File: config.mk
export PLATFORM = sky130hd
export DESIGN_NAME = serial_rx_line
export DESIGN_NICKNAME = d
export VERILOG_FILES = /design/src/rtl/serial_rx_pkg.sv /design/src/rtl/serial_rx_ctrl.sv /design/src/rtl/serial_rx_datapath.sv /design/src/rtl/serial_rx_line.sv
export SDC_FILE = /design/constraint.sdc
export NUM_CORES = 1
export LEC_CHECK = 0
export ABC_AREA = 1
export BUFFER_PORTS_ARGS = -buffer_cell sky130_fd_sc_hd__buf_2
export CORE_MARGIN = 4
export CORE_UTILIZATION = 57
export CTS_BUF_LIST = sky130_fd_sc_hd__clkbuf_16
export CTS_CLUSTER_SIZE = 8
export DETAILED_ROUTE_END_ITERATION = 12
export HOLD_SLACK_MARGIN = 0.15
export PLACE_DENSITY = 0.79
export SYNTH_ARGS = -nofsm -noshare
export SYNTH_HDL_FRONTEND = slang
export SYNTH_HIERARCHICAL = 1
export SYNTH_SLANG_ARGS = --single-unit
File: constraint.sdc
create_clock -name clk -period 2.3 [get_ports clk]
set_input_delay 0.46 -clock clk [delete_from_list [all_inputs] [get_ports clk]]
set_output_delay 0.46 -clock clk [all_outputs]
set_load 0.005 [all_outputs]
File: src/rtl/serial_rx_pkg.sv
package serial_rx_pkg;
  localparam int DATA_MAX = 8;
  localparam int IDX_W = $clog2(DATA_MAX);

  typedef enum logic [2:0] {
    RX_IDLE, RX_START, RX_DATA, RX_PARITY, RX_STOP1, RX_STOP2, RX_HUNT
  } rxState_t;

  typedef struct packed {
    logic startClr;
    logic sampleData;
    logic sampleParity;
    logic sampleStop;
    logic commit;
    logic [IDX_W-1:0] bitIdx;
  } rxStrobes_t;
endpackage

File: src/rtl/serial_rx_ctrl.sv
module serial_rx_ctrl
  import serial_rx_pkg::*;
#(
  parameter int OVERSAMPLE = 16
) (
  input  logic clk,
  input  logic rstN,
  input  logic tick,
  input  logic lineIn,
  input  logic [1:0] wordLen,
  input  logic parityOn,
  input  logic twoStop,
  input  logic frameBad,
  output rxStrobes_t strobes
);
  localparam int CNT_W = $clog2(OVERSAMPLE);
  localparam logic [CNT_W-1:0] MID_LAST = CNT_W'(OVERSAMPLE / 2 - 1);
  localparam logic [CNT_W-1:0] FULL_LAST = CNT_W'(OVERSAMPLE - 1);

  rxState_t state, stateNext;
  logic [CNT_W-1:0] tickCnt, tickCntNext;
  logic [IDX_W-1:0] bitIdx, bitIdxNext;
  logic [IDX_W-1:0] lastIdx;
  logic sampleNow;
  logic needTwo;

  assign lastIdx = IDX_W'(DATA_MAX - 4) + IDX_W'(wordLen);
  assign needTwo = twoStop && (wordLen != 2'b00);
  assign sampleNow = tick && ((state == RX_START) ? (tickCnt == MID_LAST)
                                                   : (tickCnt == FULL_LAST));

  always_comb begin
    stateNext = state;
    tickCntNext = tickCnt;
    bitIdxNext = bitIdx;
    strobes = '0;
    strobes.bitIdx = bitIdx;
    case (state)
      RX_IDLE: begin
        if (tick && !lineIn) begin
          stateNext = RX_START;
          tickCntNext = '0;
        end
      end
      RX_START: begin
        if (sampleNow) begin
          tickCntNext = '0;
          if (lineIn) begin
            stateNext = RX_IDLE;
          end else begin
            stateNext = RX_DATA;
            bitIdxNext = '0;
            strobes.startClr = 1'b1;
          end
        end else if (tick) begin
          tickCntNext = tickCnt + 1'b1;
        end
      end
      RX_DATA: begin
        if (sampleNow) begin
          tickCntNext = '0;
          strobes.sampleData = 1'b1;
          if (bitIdx == lastIdx) begin
            stateNext = parityOn ? RX_PARITY : RX_STOP1;
          end else begin
            bitIdxNext = bitIdx + 1'b1;
          end
        end else if (tick) begin
          tickCntNext = tickCnt + 1'b1;
        end
      end
      RX_PARITY: begin
        if (sampleNow) begin
          tickCntNext = '0;
          strobes.sampleParity = 1'b1;
          stateNext = RX_STOP1;
        end else if (tick) begin
          tickCntNext = tickCnt + 1'b1;
        end
      end
      RX_STOP1: begin
        if (sampleNow) begin
          tickCntNext = '0;
          strobes.sampleStop = 1'b1;
          if (needTwo) begin
            stateNext = RX_STOP2;
          end else begin
            strobes.commit = 1'b1;
            stateNext = frameBad ? RX_HUNT : RX_IDLE;
          end
        end else if (tick) begin
          tickCntNext = tickCnt + 1'b1;
        end
      end
      RX_STOP2: begin
        if (sampleNow) begin
          tickCntNext = '0;
          strobes.sampleStop = 1'b1;
          strobes.commit = 1'b1;
          stateNext = frameBad ? RX_HUNT : RX_IDLE;
        end else if (tick) begin
          tickCntNext = tickCnt + 1'b1;
        end
      end
      RX_HUNT: begin
        if (tick && lineIn) stateNext = RX_IDLE;
      end
      default: stateNext = RX_IDLE;
    endcase
  end

  always_ff @(posedge clk or negedge rstN) begin
    if (!rstN) begin
      state <= RX_IDLE;
      tickCnt <= '0;
      bitIdx <= '0;
    end else begin
      state <= stateNext;
      tickCnt <= tickCntNext;
      bitIdx <= bitIdxNext;
    end
  end
endmodule

File: src/rtl/serial_rx_datapath.sv
module serial_rx_datapath
  import serial_rx_pkg::*;
(
  input  logic clk,
  input  logic rstN,
  input  logic lineIn,
  input  rxStrobes_t strobes,
  input  logic evenSel,
  input  logic stickSel,
  input  logic bufRead,
  input  logic statusRead,
  output logic frameBad,
  output logic [DATA_MAX-1:0] rxBuf,
  output logic dataReady,
  output logic overrunErr,
  output logic parityErr,
  output logic framingErr,
  output logic breakSeen
);
  logic [DATA_MAX-1:0] shiftReg;
  logic parPend;
  logic framePend;
  logic allLow;
  logic expParity;
  logic breakNow;
  logic overNow;

  assign frameBad = framePend | ~lineIn;
  assign expParity = stickSel ? ~evenSel : (evenSel ? ^shiftReg : ~^shiftReg);
  assign breakNow = allLow & ~lineIn;
  assign overNow = dataReady & ~bufRead;

  always_ff @(posedge clk or negedge rstN) begin
    if (!rstN) begin
      shiftReg <= '0;
      parPend <= 1'b0;
      framePend <= 1'b0;
      allLow <= 1'b0;
    end else begin
      if (strobes.startClr) begin
        shiftReg <= '0;
        parPend <= 1'b0;
        framePend <= 1'b0;
        allLow <= 1'b1;
      end
      if (strobes.sampleData) begin
        shiftReg[strobes.bitIdx] <= lineIn;
        allLow <= allLow & ~lineIn;
      end
      if (strobes.sampleParity) begin
        parPend <= (lineIn != expParity);
        allLow <= allLow & ~lineIn;
      end
      if (strobes.sampleStop) begin
        framePend <= framePend | ~lineIn;
        allLow <= allLow & ~lineIn;
      end
    end
  end

  always_ff @(posedge clk or negedge rstN) begin
    if (!rstN) begin
      rxBuf <= '0;
      dataReady <= 1'b0;
      overrunErr <= 1'b0;
      parityErr <= 1'b0;
      framingErr <= 1'b0;
      breakSeen <= 1'b0;
    end else if (strobes.commit) begin
      rxBuf <= shiftReg;
      dataReady <= 1'b1;
      overrunErr <= (overrunErr & ~statusRead) | overNow;
      parityErr <= (parityErr & ~statusRead) | parPend;
      framingErr <= (framingErr & ~statusRead) | frameBad;
      breakSeen <= (breakSeen & ~statusRead) | breakNow;
    end else begin
      if (bufRead) dataReady <= 1'b0;
      if (statusRead) begin
        overrunErr <= 1'b0;
        parityErr <= 1'b0;
        framingErr <= 1'b0;
        breakSeen <= 1'b0;
      end
    end
  end
endmodule

File: src/rtl/serial_rx_line.sv
module serial_rx_line
  import serial_rx_pkg::*;
#(
  parameter int OVERSAMPLE = 16
) (
  input  logic clk,
  input  logic rstN,
  input  logic tick16,
  input  logic serialIn,
  input  logic loopSel,
  input  logic loopData,
  input  logic [1:0] wordLen,
  input  logic parityOn,
  input  logic evenSel,
  input  logic stickSel,
  input  logic twoStop,
  input  logic bufRead,
  input  logic statusRead,
  output logic [7:0] rxBuf,
  output logic dataReady,
  output logic overrunErr,
  output logic parityErr,
  output logic framingErr,
  output logic breakSeen,
  output logic errPending
);
  rxStrobes_t strobes;
  logic lineIn;
  logic frameBad;
  logic frameDone;

  assign lineIn = loopSel ? loopData : serialIn;
  assign frameDone = strobes.commit;
  assign errPending = overrunErr | parityErr | framingErr | breakSeen;

  serial_rx_ctrl #(.OVERSAMPLE(OVERSAMPLE)) i_ctrl (
    .clk(clk), .rstN(rstN), .tick(tick16), .lineIn(lineIn),
    .wordLen(wordLen), .parityOn(parityOn), .twoStop(twoStop),
    .frameBad(frameBad), .strobes(strobes)
  );

  serial_rx_datapath i_dp (
    .clk(clk), .rstN(rstN), .lineIn(lineIn), .strobes(strobes),
    .evenSel(evenSel), .stickSel(stickSel), .bufRead(bufRead),
    .statusRead(statusRead), .frameBad(frameBad), .rxBuf(rxBuf),
    .dataReady(dataReady), .overrunErr(overrunErr), .parityErr(parityErr),
    .framingErr(framingErr), .breakSeen(breakSeen)
  );
endmodule

==> results of run 1 <==
## routing by layer
layer / share of wire, % / vias up
li1: - / 960
met1: 45 / 800
met2: 48 / 42
met3: 5.7 / 4
met4: 1.6 / 0
met5: 0 / -
## per-stage QoR
| stage | instances | power, mW |
|---|---|---|
| floorplan | 279 | 1.14 |
| global placement | 350 | 1.25 |
| detailed placement | 350 | 1.26 |
| CTS | 358 | 1.89 |
| global route | 358 | 1.99 |
| finish | 358 | 1.87 |
## layout by cell type (no fill, tap or decap), types with 4 or more instances in the layout
cell,Yosys,final
sky130_fd_sc_hd__o21ai_1,4,4
sky130_fd_sc_hd__o21ai_0,19,19
sky130_fd_sc_hd__a21oi_1,6,6
sky130_fd_sc_hd__nor2_1,19,19
sky130_fd_sc_hd__nand4_1,10,10
sky130_fd_sc_hd__buf_2,2,27
sky130_fd_sc_hd__dfrtp_1,34,34
sky130_fd_sc_hd__inv_1,38,39
sky130_fd_sc_hd__clkbuf_16,0,5
sky130_fd_sc_hd__nand2_1,88,88
sky130_fd_sc_hd__nand3_1,21,21
sky130_fd_sc_hd__inv_2,10,10
sky130_fd_sc_hd__nand3_2,4,4
## power by group
group	switching (mW)	internal [mW]	total (mW)	leakage, nW
clock network	0.231	0.390	0.621	0.0724
logic	0.357	0.176	0.532	0.696
registers	0.0683	0.648	0.716	0.464
total	0.656	1.21	1.87	1.23
## how the worst min path moves through the flow
stage	startpoint	end	slack, ns	depth (start not counted)
floorplan	rstN	i_ctrl/bitIdx[0]$_DFFE_PN0P_	0.16	0
global placement	i_dp/rxBuf[7]$_DFFE_PN0P_	i_dp/rxBuf[7]$_DFFE_PN0P_	0.46	2
detailed placement	i_dp/rxBuf[7]$_DFFE_PN0P_	i_dp/rxBuf[7]$_DFFE_PN0P_	0.47	2
CTS	rstN	i_dp/parityErr$_DFFE_PN0P_	0.27	1
global route	rstN	i_dp/breakSeen$_DFFE_PN0P_	0.31	1
finish	rstN	i_dp/parityErr$_DFFE_PN0P_	0.24	1
## sequential cells by signal (all words and copies together) (netlist names)
signal           flops
i_dp/framingErr      1
i_dp/parPend         1
i_ctrl/bitIdx        3
i_ctrl/state         3
i_ctrl/tickCnt       4
i_dp/allLow          1
i_dp/rxBuf           8
i_dp/framePend       1
i_dp/dataReady       1
i_dp/overrunErr      1
i_dp/breakSeen       1
i_dp/shiftReg        8
i_dp/parityErr       1
## worst max-delay path: stages (launching register included)
cell and delay, ns:
sky130_fd_sc_hd__dfrtp_1 0.38, sky130_fd_sc_hd__ha_1 0.20, sky130_fd_sc_hd__nand3_1 0.12, sky130_fd_sc_hd__inv_1 0.15, sky130_fd_sc_hd__nand3_4 0.14, sky130_fd_sc_hd__nor3b_1 0.43, sky130_fd_sc_hd__clkinv_1 0.12, sky130_fd_sc_hd__buf_4 0.21
sky130_fd_sc_hd__nand2_1 0.08, sky130_fd_sc_hd__o21ai_0 0.09
## cells by family (layout without fill, tap and decap cells)
family / after synthesis / after routing / share of synthesized area (%)
XOR/XNOR: 3 / 3 / 1.32
flip-flops: 34 / 34 / 42.6
buffers and inverters: 52 / 85 / 9.91
adder cells (fa/ha/maj): 2 / 2 / 1.25
AO/OA/AOI/OAI: 36 / 36 / 10.2
AND/OR/NAND/NOR: 152 / 152 / 34.7
## area by class of cell
class,instances,area share (%)
inverters,49,7.93
multi-input cells,193,40.8
well taps,46,2.48
repair buffers,28,6.15
clock buffers,5,5.39
flip-flops and latches,34,36.7
clock inverters,3,0.539
==> load_flow_metrics.sql, run 1 <==
INSERT INTO impl_metrics (metric_group, metric, value, unit) VALUES
('timing', 'timing.setup.tns', '0', 'ns'),
('job', 'max_cap_viol_count', '0', ''),
('drt', 'wire_per_inst', '11.3', 'um'),
('synth', 'syn_area_per_cell', '7.15', 'um^2'),
('finish', 'post-route-util', '69.0', '%'),
('timing', 'grt_setup_unrepaired', 'false', ''),
('die', 'die_area', '4510', 'um^2'),
('synth', 'ys_top_cells_by_area', 'sky130_fd_sc_hd__dfrtp_1 43%, sky130_fd_sc_hd__nand2_1 17%, sky130_fd_sc_hd__inv_1 7.1%', ''),
('finish', 'multi_input_area', '947', 'um^2'),
('timing', 'fmax', '0.490', 'GHz'),
('clocking', 'clk_buf_depth', '2', ''),
('drt', 'via_cell_ratio', '5.04', ''),
('synth', 'synth-edff-count', '0', ''),
('global_route', 'grt_first_pass_wirelength', '6840', 'um'),
('timing', 'layout_worst_path_cycle_share', '88.8', '%'),
('global_route', 'global_route.usage.met2', '34.2', '%'),
('place', 'portBuffers', '27', ''),
('hold_path', 'holdCritPathClass', 'input port to async pin', ''),
('die', 'die_height', '67.2', 'um'),
('synth', 'proportion_of_netlist_area_held_by_the_largest_area_contributor', '42.6', '%'),
('power_and_ir_drop', 'power_leakage', '1.23', 'nW'),
('synth', 'synth_flop_cell', 'sky130_fd_sc_hd__dfrtp_1', ''),
('place', 'post_dp_cell_area', '2180', 'um^2'),
('clocking', 'tritoncts_num_sinks', '34', ''),
('synth', 'post_synth_inst_count', '279', ''),
('global_route', 'antenna_found_initial', '0', ''),
('synth', 'synth.yosys.seq_area_share', '42.6', '%'),
('synth', 'post_synth_num_cell_types', '30', ''),
('global_route', 'grt_util_all_layers', '20.2', '%'),
('global_route', 'gr-usage-met1', '24.4', '%'),
('timing', 'timing.final.hold_violations', '0', ''),
('finish', 'fraction_of_final_layout_cells_with_drive_strength_greater_than_1', '17.9', '%'),
('timing', 'max_slew.worst_pin.slew', '0.734', 'ns'),
('synth', 'async_flop_share', '100', '%'),
('global_route', 'grtUsageMet3', '5.16', '%'),
('synth', 'syn-num-nets', '295', ''),
('synth', 'ys_ff_latch', '34', ''),
('clocking', 'cts_h_tree_depth', '2', ''),
('clocking', 'post-cts-setup-buffers', '0', ''),
('global_route', 'maximum_number_of_pins_on_one_net_before_global_route_repair', '35', ''),
('timing', 'setup-violations-final', '0', ''),
('synth', 'synthTopCellsByCount', '88 x sky130_fd_sc_hd__nand2_1, 38 x sky130_fd_sc_hd__inv_1, 34 x sky130_fd_sc_hd__dfrtp_1', ''),
('synth', 'post-synth-top-count-cell', 'sky130_fd_sc_hd__nand2_1', ''),
('finish', 'antenna-diode-count', '0', ''),
('drt', 'drc_violation_count_after_routing', '0', ''),
('worst_setup_path', 'critical_path.max_fanout', '19', ''),
('worst_setup_path', 'crit-reg2reg-launch', 'i_ctrl/tickCnt[0]$_DFFE_PN0P_', ''),
('status', 'status', 'complete, no violations', ''),
('drt', 'ant_nets', '0', ''),
('timing', 'finalCriticalPeriod', '2.04', 'ns'),
('global_route', 'grt_most_used_layer', 'met2', ''),
('finish', 'syn_to_final_growth', '16.2', '%'),
('synth', 'synth.cell_area', '2000', 'um^2'),
('finish', 'finalInstanceArea', '2320', 'um^2'),
('clocking', 'cts_hold_buffers', '0', ''),
('die', 'floorplan.initialDensity', '59.3', '%'),
('drt', 'detail_route.first_pass.iterations', '4', ''),
('clocking', 'cts_tree', 'built', ''),
('timing', 'post-route-worst-setup-slack', '0.258', 'ns'),
('worst_setup_path', 'cp-endpoint', 'i_dp/rxBuf[6]$_DFFE_PN0P_', ''),
('worst_setup_path', 'timing.setup.critical_path_class', 'flip-flop to flip-flop', ''),
('synth', 'yosysTopAreaCell', 'sky130_fd_sc_hd__dfrtp_1', ''),
('finish', 'fillers', '287', ''),
('worst_setup_path', 'rr_endpoint', 'i_dp/rxBuf[6]$_DFFE_PN0P_', ''),
('worst_setup_path', 'critical_path_arrival', '2.19', 'ns'),
('die', 'io_pins', '28', ''),
('die', 'horizontal_die_dimension', '67.2', 'um'),
('clocking', 'clkLatencyLatePin', '0.28', 'ns'),
('global_route', 'grt_pass1_vias', '1591', ''),
('clocking', 'cts_resized', '0', ''),
('power_and_ir_drop', 'power.density_cell_area', '806', 'nW/um^2');
No activity file was read; power rests on OpenSTA's default activity.
==> run 2, diff against run 1 <==
--- a/config.mk
+++ b/config.mk
@@ -13,7 +13,7 @@
 export CTS_CLUSTER_SIZE = 8
 export DETAILED_ROUTE_END_ITERATION = 12
 export HOLD_SLACK_MARGIN = 0.15
-export PLACE_DENSITY = 0.79
+export PLACE_DENSITY = 0.81
 export SYNTH_ARGS = -nofsm -noshare
 export SYNTH_HDL_FRONTEND = slang
 export SYNTH_HIERARCHICAL = 1
==> run 2 against run 1 <==
Sequential power grew 0.6%. Global-route usage grew 0.42 points. Combinational power is essentially flat. Largest power group unchanged.
==> load_flow_metrics.sql, run 2 (same netlist as run 1, synthesis figures left out) <==
INSERT INTO impl_metrics (metric_group, metric, value, unit) VALUES
('global_route', 'overall_overflow_remaining_after_global_route', '0', ''),
('finish', 'syn_to_final_growth', '16.1', '%'),
('clocking', 'cts-buffers-inserted', '5', ''),
('drt', 'ant_nets', '0', ''),
('drt', 'drc_violation_count_after_routing', '0', ''),
('die', 'placeableCoreArea', '3360', 'um^2'),
('power_and_ir_drop', 'power.density_cell_area', '807', 'nW/um^2'),
('finish', 'most-common-layout-cells', '88 x sky130_fd_sc_hd__nand2_1, 38 x sky130_fd_sc_hd__inv_1, 34 x sky130_fd_sc_hd__dfrtp_1', ''),
('die', 'io_pins', '28', ''),
('finish', 'layout.area.seq', '851', 'um^2'),
('clocking', 'cts_tree', 'built', ''),
('timing', 'timing_max_transition_violations_final', '0', ''),
('global_route', 'grt_first_pass_wirelength', '7040', 'um'),
('finish', 'final_common_cell', 'sky130_fd_sc_hd__nand2_1', ''),
('timing', 'setup-violations-final', '0', ''),
('global_route', 'grt_util_all_layers', '20.7', '%'),
('finish', 'fin_nets', '327', ''),
('clocking', 'clock_slew_at_reported_path_ffs', '0.05', 'ns'),
('timing', 'fmax', '0.504', 'GHz'),
('timing', 'grt_setup_unrepaired', 'false', ''),
('timing', 'final.setup_skew', '0.00230', 'ns'),
('clocking', 'cts_h_tree_depth', '2', ''),
('drt', 'number_of_vias_in_the_routed_layout', '1805', ''),
('clocking', 'clock_tree.root_cell', 'sky130_fd_sc_hd__clkbuf_16', ''),
('finish', 'fraction_of_final_layout_cells_with_drive_strength_greater_than_1', '18.3', '%'),
('place', 'portBuffers', '27', ''),
('worst_setup_path', 'crit_path_top_delay_cell', 'sky130_fd_sc_hd__nor3b_1', ''),
('die', 'floorplan.initialDensity', '59.3', '%'),
('worst_setup_path', 'crit_chain', 'ha_1 -> nand3_1 -> inv_1 -> nand3_4 -> nor3b_1 -> clkinv_1 -> buf_4 -> nand2_1 -> o21ai_0', ''),
('clocking', 'clk_buf_depth', '2', ''),
('global_route', 'antenna_found_initial', '0', ''),
('finish', 'multi_input_area', '947', 'um^2'),
('die', 'die_height', '67.2', 'um'),
('worst_setup_path', 'critical_path.max_fanout', '19', ''),
('timing', 'slew_headroom', '50.8', '%'),
('timing', 'layout_worst_path_cycle_share', '86.3', '%'),
('job', 'max_cap_viol_count', '0', ''),
('timing', 'timing.setup.tns', '0', 'ns'),
('drt', 'wire_per_inst', '11.4', 'um'),
('place', 'gpl.final_weighted_congestion', '0.845', ''),
('power_and_ir_drop', 'power_leakage', '1.23', 'nW'),
('status', 'status', 'complete, no violations', ''),
('die', 'horizontal_die_dimension', '67.2', 'um'),
('worst_setup_path', 'timing.critical_path.to_type', 'flip-flop', ''),
('global_route', 'maximum_number_of_pins_on_one_net_before_global_route_repair', '35', ''),
('clocking', 'tritoncts_num_sinks', '34', ''),
('clocking', 'clkLatencyLatePin', '0.27', 'ns'),
('worst_setup_path', 'start_kind', 'flip-flop', ''),
('worst_setup_path', 'critical_path.top_delay_family', 'simple AND/OR/NAND/NOR gates', ''),
('die', 'num_rows', '21', ''),
('die', 'die_area', '4510', 'um^2'),
('place', 'dp_hpwl', '2920', 'um'),
('worst_setup_path', 'crit_path_required_time', '2.45', 'ns'),
('timing', 'hold_ws', '0.248', 'ns'),
('finish', 'fillers', '309', ''),
('hold_path', 'holdCritPathClass', 'input port to async pin', ''),
('worst_setup_path', 'critPathMaxStageDelay', '0.40', 'ns'),
('power_and_ir_drop', 'vdd.ir_drop.worst', '544', 'uV'),
('finish', 'largest_registers', 'i_dp/rxBuf: 8 flops, i_dp/shiftReg: 8 flops, i_ctrl/tickCnt: 4 flops', ''),
('worst_setup_path', 'timing.setup.critical_path_class', 'flip-flop to flip-flop', ''),
('drt', 'via_cell_ratio', '5.06', ''),
('drt', 'drt_iter0_drc', '124', ''),
('global_route', 'grt_pass1_vias', '1623', ''),
('timing', 'timing.final.hold_violations', '0', ''),
('finish', 'antenna-diode-count', '0', ''),
('clocking', 'cts_resized', '0', ''),
('drt', 'wirelength', '4050', 'um'),
('power_and_ir_drop', 'finalPower', '1.87', 'mW'),
('worst_setup_path', 'critical_path_arrival', '2.14', 'ns'),
('timing', 'max_slew.worst_pin.slew', '0.737', 'ns'),
('clocking', 'cts_hold_buffers', '0', ''),
('worst_setup_path', 'worstPathBufferInverterCount', '3', ''),
('timing', 'finalCriticalPeriod', '1.99', 'ns'),
('clocking', 'post-cts-setup-buffers', '0', ''),
('drt', 'detail_route.first_pass.iterations', '4', '');
run 2: cell count changes in the layout (fill, tap and decap cells not counted):
cell	delta
sky130_fd_sc_hd__inv_1	-1
sky130_fd_sc_hd__clkinv_2	+1
sky130_fd_sc_hd__clkinv_1	-1
run 2: final timing paths:
check	slack, ns	cells after the start	to	start
worst min-delay path	0.25	1	i_ctrl/tickCnt[2]$_DFFE_PN0P_	rstN
worst min register to register	0.48	2	i_dp/rxBuf[0]$_DFFE_PN0P_	i_dp/rxBuf[0]$_DFFE_PN0P_
worst max register to register	0.31	9	i_dp/rxBuf[2]$_DFFE_PN0P_	i_ctrl/tickCnt[0]$_DFFE_PN0P_
worst max-delay path	0.31	9	i_dp/rxBuf[2]$_DFFE_PN0P_	i_ctrl/tickCnt[0]$_DFFE_PN0P_
min in group clk	0.42	2	i_dp/parityErr$_DFFE_PN0P_	statusRead
max in group asynchronous	1.58	1	i_dp/rxBuf[3]$_DFFE_PN0P_	rstN
run 2: layout make-up:
type / count / area share [%]
clock inverter: 2 / 0.432
sequential: 34 / 36.7
clock buffer: 5 / 5.40
multi-input combinational: 193 / 40.9
inverter: 49 / 7.94
tap: 46 / 2.48
timing repair buffer: 28 / 6.16
run 2: through the flow:
step / instance area, um^2 / std cells / utilization [%] / setup WS (ns)
floorplan: 2000 / 279 / - / 0.418
global placement: 2180 / 350 / 64.9 / 0.343
detailed placement: 2180 / 350 / 64.9 / 0.320
CTS: 2320 / 357 / 68.9 / 0.331
global route: 2320 / 357 / 68.9 / 0.0399
finish: 2320 / 357 / 68.9 / 0.315
run 2: routing by layer:
metal	up-vias	global-route usage, %	wire, um
li1	951	-	-
met4	0	8.10	48
met3	6	5.66	263
met5	-	0	0
met1	798	26.3	1860
met2	50	33.4	1890
run 2: power breakdown:
| part | switching (mW) | internal [mW] |
|---|---|---|
| Sequential | 0.0722 | 0.648 |
| Clock | 0.230 | 0.390 |
| Combinational | 0.354 | 0.176 |
==> run 3, diff against run 2 <==
--- a/config.mk
+++ b/config.mk
@@ -13,7 +13,7 @@
 export CTS_CLUSTER_SIZE = 8
 export DETAILED_ROUTE_END_ITERATION = 12
 export HOLD_SLACK_MARGIN = 0.15
-export PLACE_DENSITY = 0.81
+export PLACE_DENSITY = 0.87
 export SYNTH_ARGS = -nofsm -noshare
 export SYNTH_HDL_FRONTEND = slang
 export SYNTH_HIERARCHICAL = 1
==> run 3 against run 2 <==
Combinational power rose by 3%. Clock power rose by 1%. Total power rose by 1.0%. Critical path type unchanged. Cell count did not move.
==> load_flow_metrics.sql, run 3 (same netlist as run 1, synthesis figures left out) <==
INSERT INTO impl_metrics (metric_group, metric, value, unit) VALUES
('worst_setup_path', 'crit_chain', 'ha_1 -> nand3_1 -> inv_1 -> nand3_4 -> nor3b_1 -> clkinv_1 -> buf_4 -> nand2_1 -> o21ai_0', ''),
('timing', 'layout_worst_path_cycle_share', '87.7', '%'),
('power_and_ir_drop', 'power_leakage', '1.23', 'nW'),
('clocking', 'cts_hold_buffers', '0', ''),
('place', 'gpl.final_weighted_congestion', '0.885', ''),
('die', 'placeableCoreArea', '3360', 'um^2'),
('power_and_ir_drop', 'vdd.ir_drop.worst', '517', 'uV'),
('drt', 'wirelength', '4190', 'um'),
('power_and_ir_drop', 'power.density_cell_area', '815', 'nW/um^2'),
('timing', 'hold_ws', '0.254', 'ns'),
('clocking', 'cts_resized', '0', ''),
('timing', 'final.setup_skew', '0.00223', 'ns'),
('worst_setup_path', 'critical_path_arrival', '2.17', 'ns'),
('die', 'die_area', '4510', 'um^2'),
('global_route', 'overall_overflow_remaining_after_global_route', '0', ''),
('finish', 'final_common_cell', 'sky130_fd_sc_hd__nand2_1', ''),
('global_route', 'grt_first_pass_wirelength', '7000', 'um'),
('worst_setup_path', 'r2r_setup_slack', '0.28', 'ns'),
('die', 'num_rows', '21', ''),
('timing', 'timing.setup.tns', '0', 'ns'),
('worst_setup_path', 'critical_path.top_delay_family', 'simple AND/OR/NAND/NOR gates', ''),
('timing', 'finalCriticalPeriod', '2.02', 'ns'),
('finish', 'fraction_of_final_layout_cells_with_drive_strength_greater_than_1', '18.3', '%'),
('die', 'die_height', '67.2', 'um'),
('timing', 'timing_max_transition_violations_final', '0', ''),
('worst_setup_path', 'critical_path.max_fanout', '19', ''),
('worst_setup_path', 'crit_path_required_time', '2.45', 'ns'),
('clocking', 'post-cts-setup-buffers', '0', ''),
('timing', 'max_slew.worst_pin.slew', '0.754', 'ns'),
('worst_setup_path', 'timing.setup.critical_path_class', 'flip-flop to flip-flop', ''),
('finish', 'antenna-diode-count', '0', ''),
('clocking', 'clock_tree.root_cell', 'sky130_fd_sc_hd__clkbuf_16', ''),
('clocking', 'tritoncts_num_sinks', '34', ''),
('timing', 'timing.final.hold_violations', '0', ''),
('worst_setup_path', 'timing.critical_path.to_type', 'flip-flop', ''),
('hold_path', 'holdCritPathClass', 'input port to async pin', ''),
('timing', 'grt_setup_unrepaired', 'false', ''),
('drt', 'ant_nets', '0', ''),
('finish', 'fin_nets', '327', ''),
('drt', 'drc_violation_count_after_routing', '0', ''),
('timing', 'fmax', '0.496', 'GHz'),
('worst_setup_path', 'start_kind', 'flip-flop', ''),
('worst_setup_path', 'worstPathBufferInverterCount', '3', ''),
('finish', 'fillers', '309', ''),
('place', 'dp_hpwl', '3120', 'um'),
('die', 'floorplan.initialDensity', '59.3', '%'),
('drt', 'wire_per_inst', '11.7', 'um'),
('drt', 'drt_iter0_drc', '113', ''),
('clocking', 'cts_tree', 'built', ''),
('die', 'horizontal_die_dimension', '67.2', 'um'),
('clocking', 'cts-buffers-inserted', '5', ''),
('clocking', 'clk_buf_depth', '2', ''),
('clocking', 'cts_h_tree_depth', '2', ''),
('global_route', 'grt_util_all_layers', '20.8', '%'),
('place', 'portBuffers', '27', ''),
('finish', 'most-common-layout-cells', '88 x sky130_fd_sc_hd__nand2_1, 38 x sky130_fd_sc_hd__inv_1, 34 x sky130_fd_sc_hd__dfrtp_1', ''),
('worst_setup_path', 'critPathMaxStageDelay', '0.39', 'ns'),
('drt', 'number_of_vias_in_the_routed_layout', '1862', ''),
('global_route', 'maximum_number_of_pins_on_one_net_before_global_route_repair', '35', ''),
('finish', 'syn_to_final_growth', '16.1', '%'),
('clocking', 'clkLatencyLatePin', '0.28', 'ns'),
('timing', 'setup-violations-final', '0', ''),
('job', 'max_cap_viol_count', '0', ''),
('worst_setup_path', 'crit_path_top_delay_cell', 'sky130_fd_sc_hd__dfrtp_1', ''),
('timing', 'slew_headroom', '49.7', '%'),
('clocking', 'clock_slew_at_reported_path_ffs', '0.05', 'ns'),
('drt', 'via_cell_ratio', '5.22', ''),
('drt', 'detail_route.first_pass.iterations', '4', ''),
('global_route', 'antenna_found_initial', '0', ''),
('status', 'status', 'complete, no violations', ''),
('finish', 'largest_registers', 'i_dp/rxBuf: 8 flops, i_dp/shiftReg: 8 flops, i_ctrl/tickCnt: 4 flops', ''),
('die', 'io_pins', '28', ''),
('global_route', 'grt_pass1_vias', '1694', '');
run 3: stage by stage:
stage	power, mW	utilization (%)	cells	area (um^2)	setup slack (ns)
finish	1.89	68.9	357	2320	0.283
global route	2.01	68.9	357	2320	0.0845
CTS	1.90	68.9	357	2320	0.298
detailed placement	1.26	64.9	350	2180	0.343
global placement	1.25	64.9	350	2180	0.417
floorplan	1.14	-	279	2000	0.418
run 3: path summary, 6_finish.rpt:
path,endpoint,cells past startpoint,start
worst max-delay path,i_dp/rxBuf[7]$_DFFE_PN0P_,9,i_ctrl/tickCnt[0]$_DFFE_PN0P_
worst min-delay path,i_dp/rxBuf[4]$_DFFE_PN0P_,1,rstN
worst max register to register,i_dp/rxBuf[7]$_DFFE_PN0P_,9,i_ctrl/tickCnt[0]$_DFFE_PN0P_
worst min register to register,i_dp/rxBuf[1]$_DFFE_PN0P_,2,i_dp/rxBuf[1]$_DFFE_PN0P_
max in group asynchronous,i_ctrl/state[2]$_DFFE_PN0P_,1,rstN
min in group clk,i_dp/breakSeen$_DFFE_PN0P_,2,statusRead
run 3: worst reg2reg max path: cells and delay by family (launching register included):
family / cells / cell delay, ns
buffers and inverters: 3 / 0.50
DFF: 1 / 0.39
and+or+nand+nor: 4 / 0.72
adders and majority gates: 1 / 0.21
AOI/OAI and AO/OA: 1 / 0.08
run 3: area by class of cell:
class                      instances  area [um^2]  area share (%)
multi-input combinational        193          947            40.9
tap                               46         57.6            2.48
sequential                        34          851            36.7
clock buffer                       5          125            5.40
timing repair buffer              28          143            6.16
clock inverter                     2         10.0           0.432
inverter                          49          184            7.94
run 3: metal layers:
metal / part of all wire, % / wire length [um] / vias up / global-route usage, %
met5: 0 / 0 / - / 0
met3: 6.8 / 284 / 10 / 4.99
met4: 2.5 / 105 / 0 / 12.7
met1: 44 / 1830 / 833 / 24.8
met2: 47 / 1970 / 59 / 34.0
li1: - / - / 960 / -
run 3: report_power, final:
group / internal [mW] / switching, mW / total [mW]
clock network: 0.390 / 0.238 / 0.628
registers: 0.648 / 0.0690 / 0.717
logic: 0.176 / 0.369 / 0.545
total: 1.21 / 0.675 / 1.89
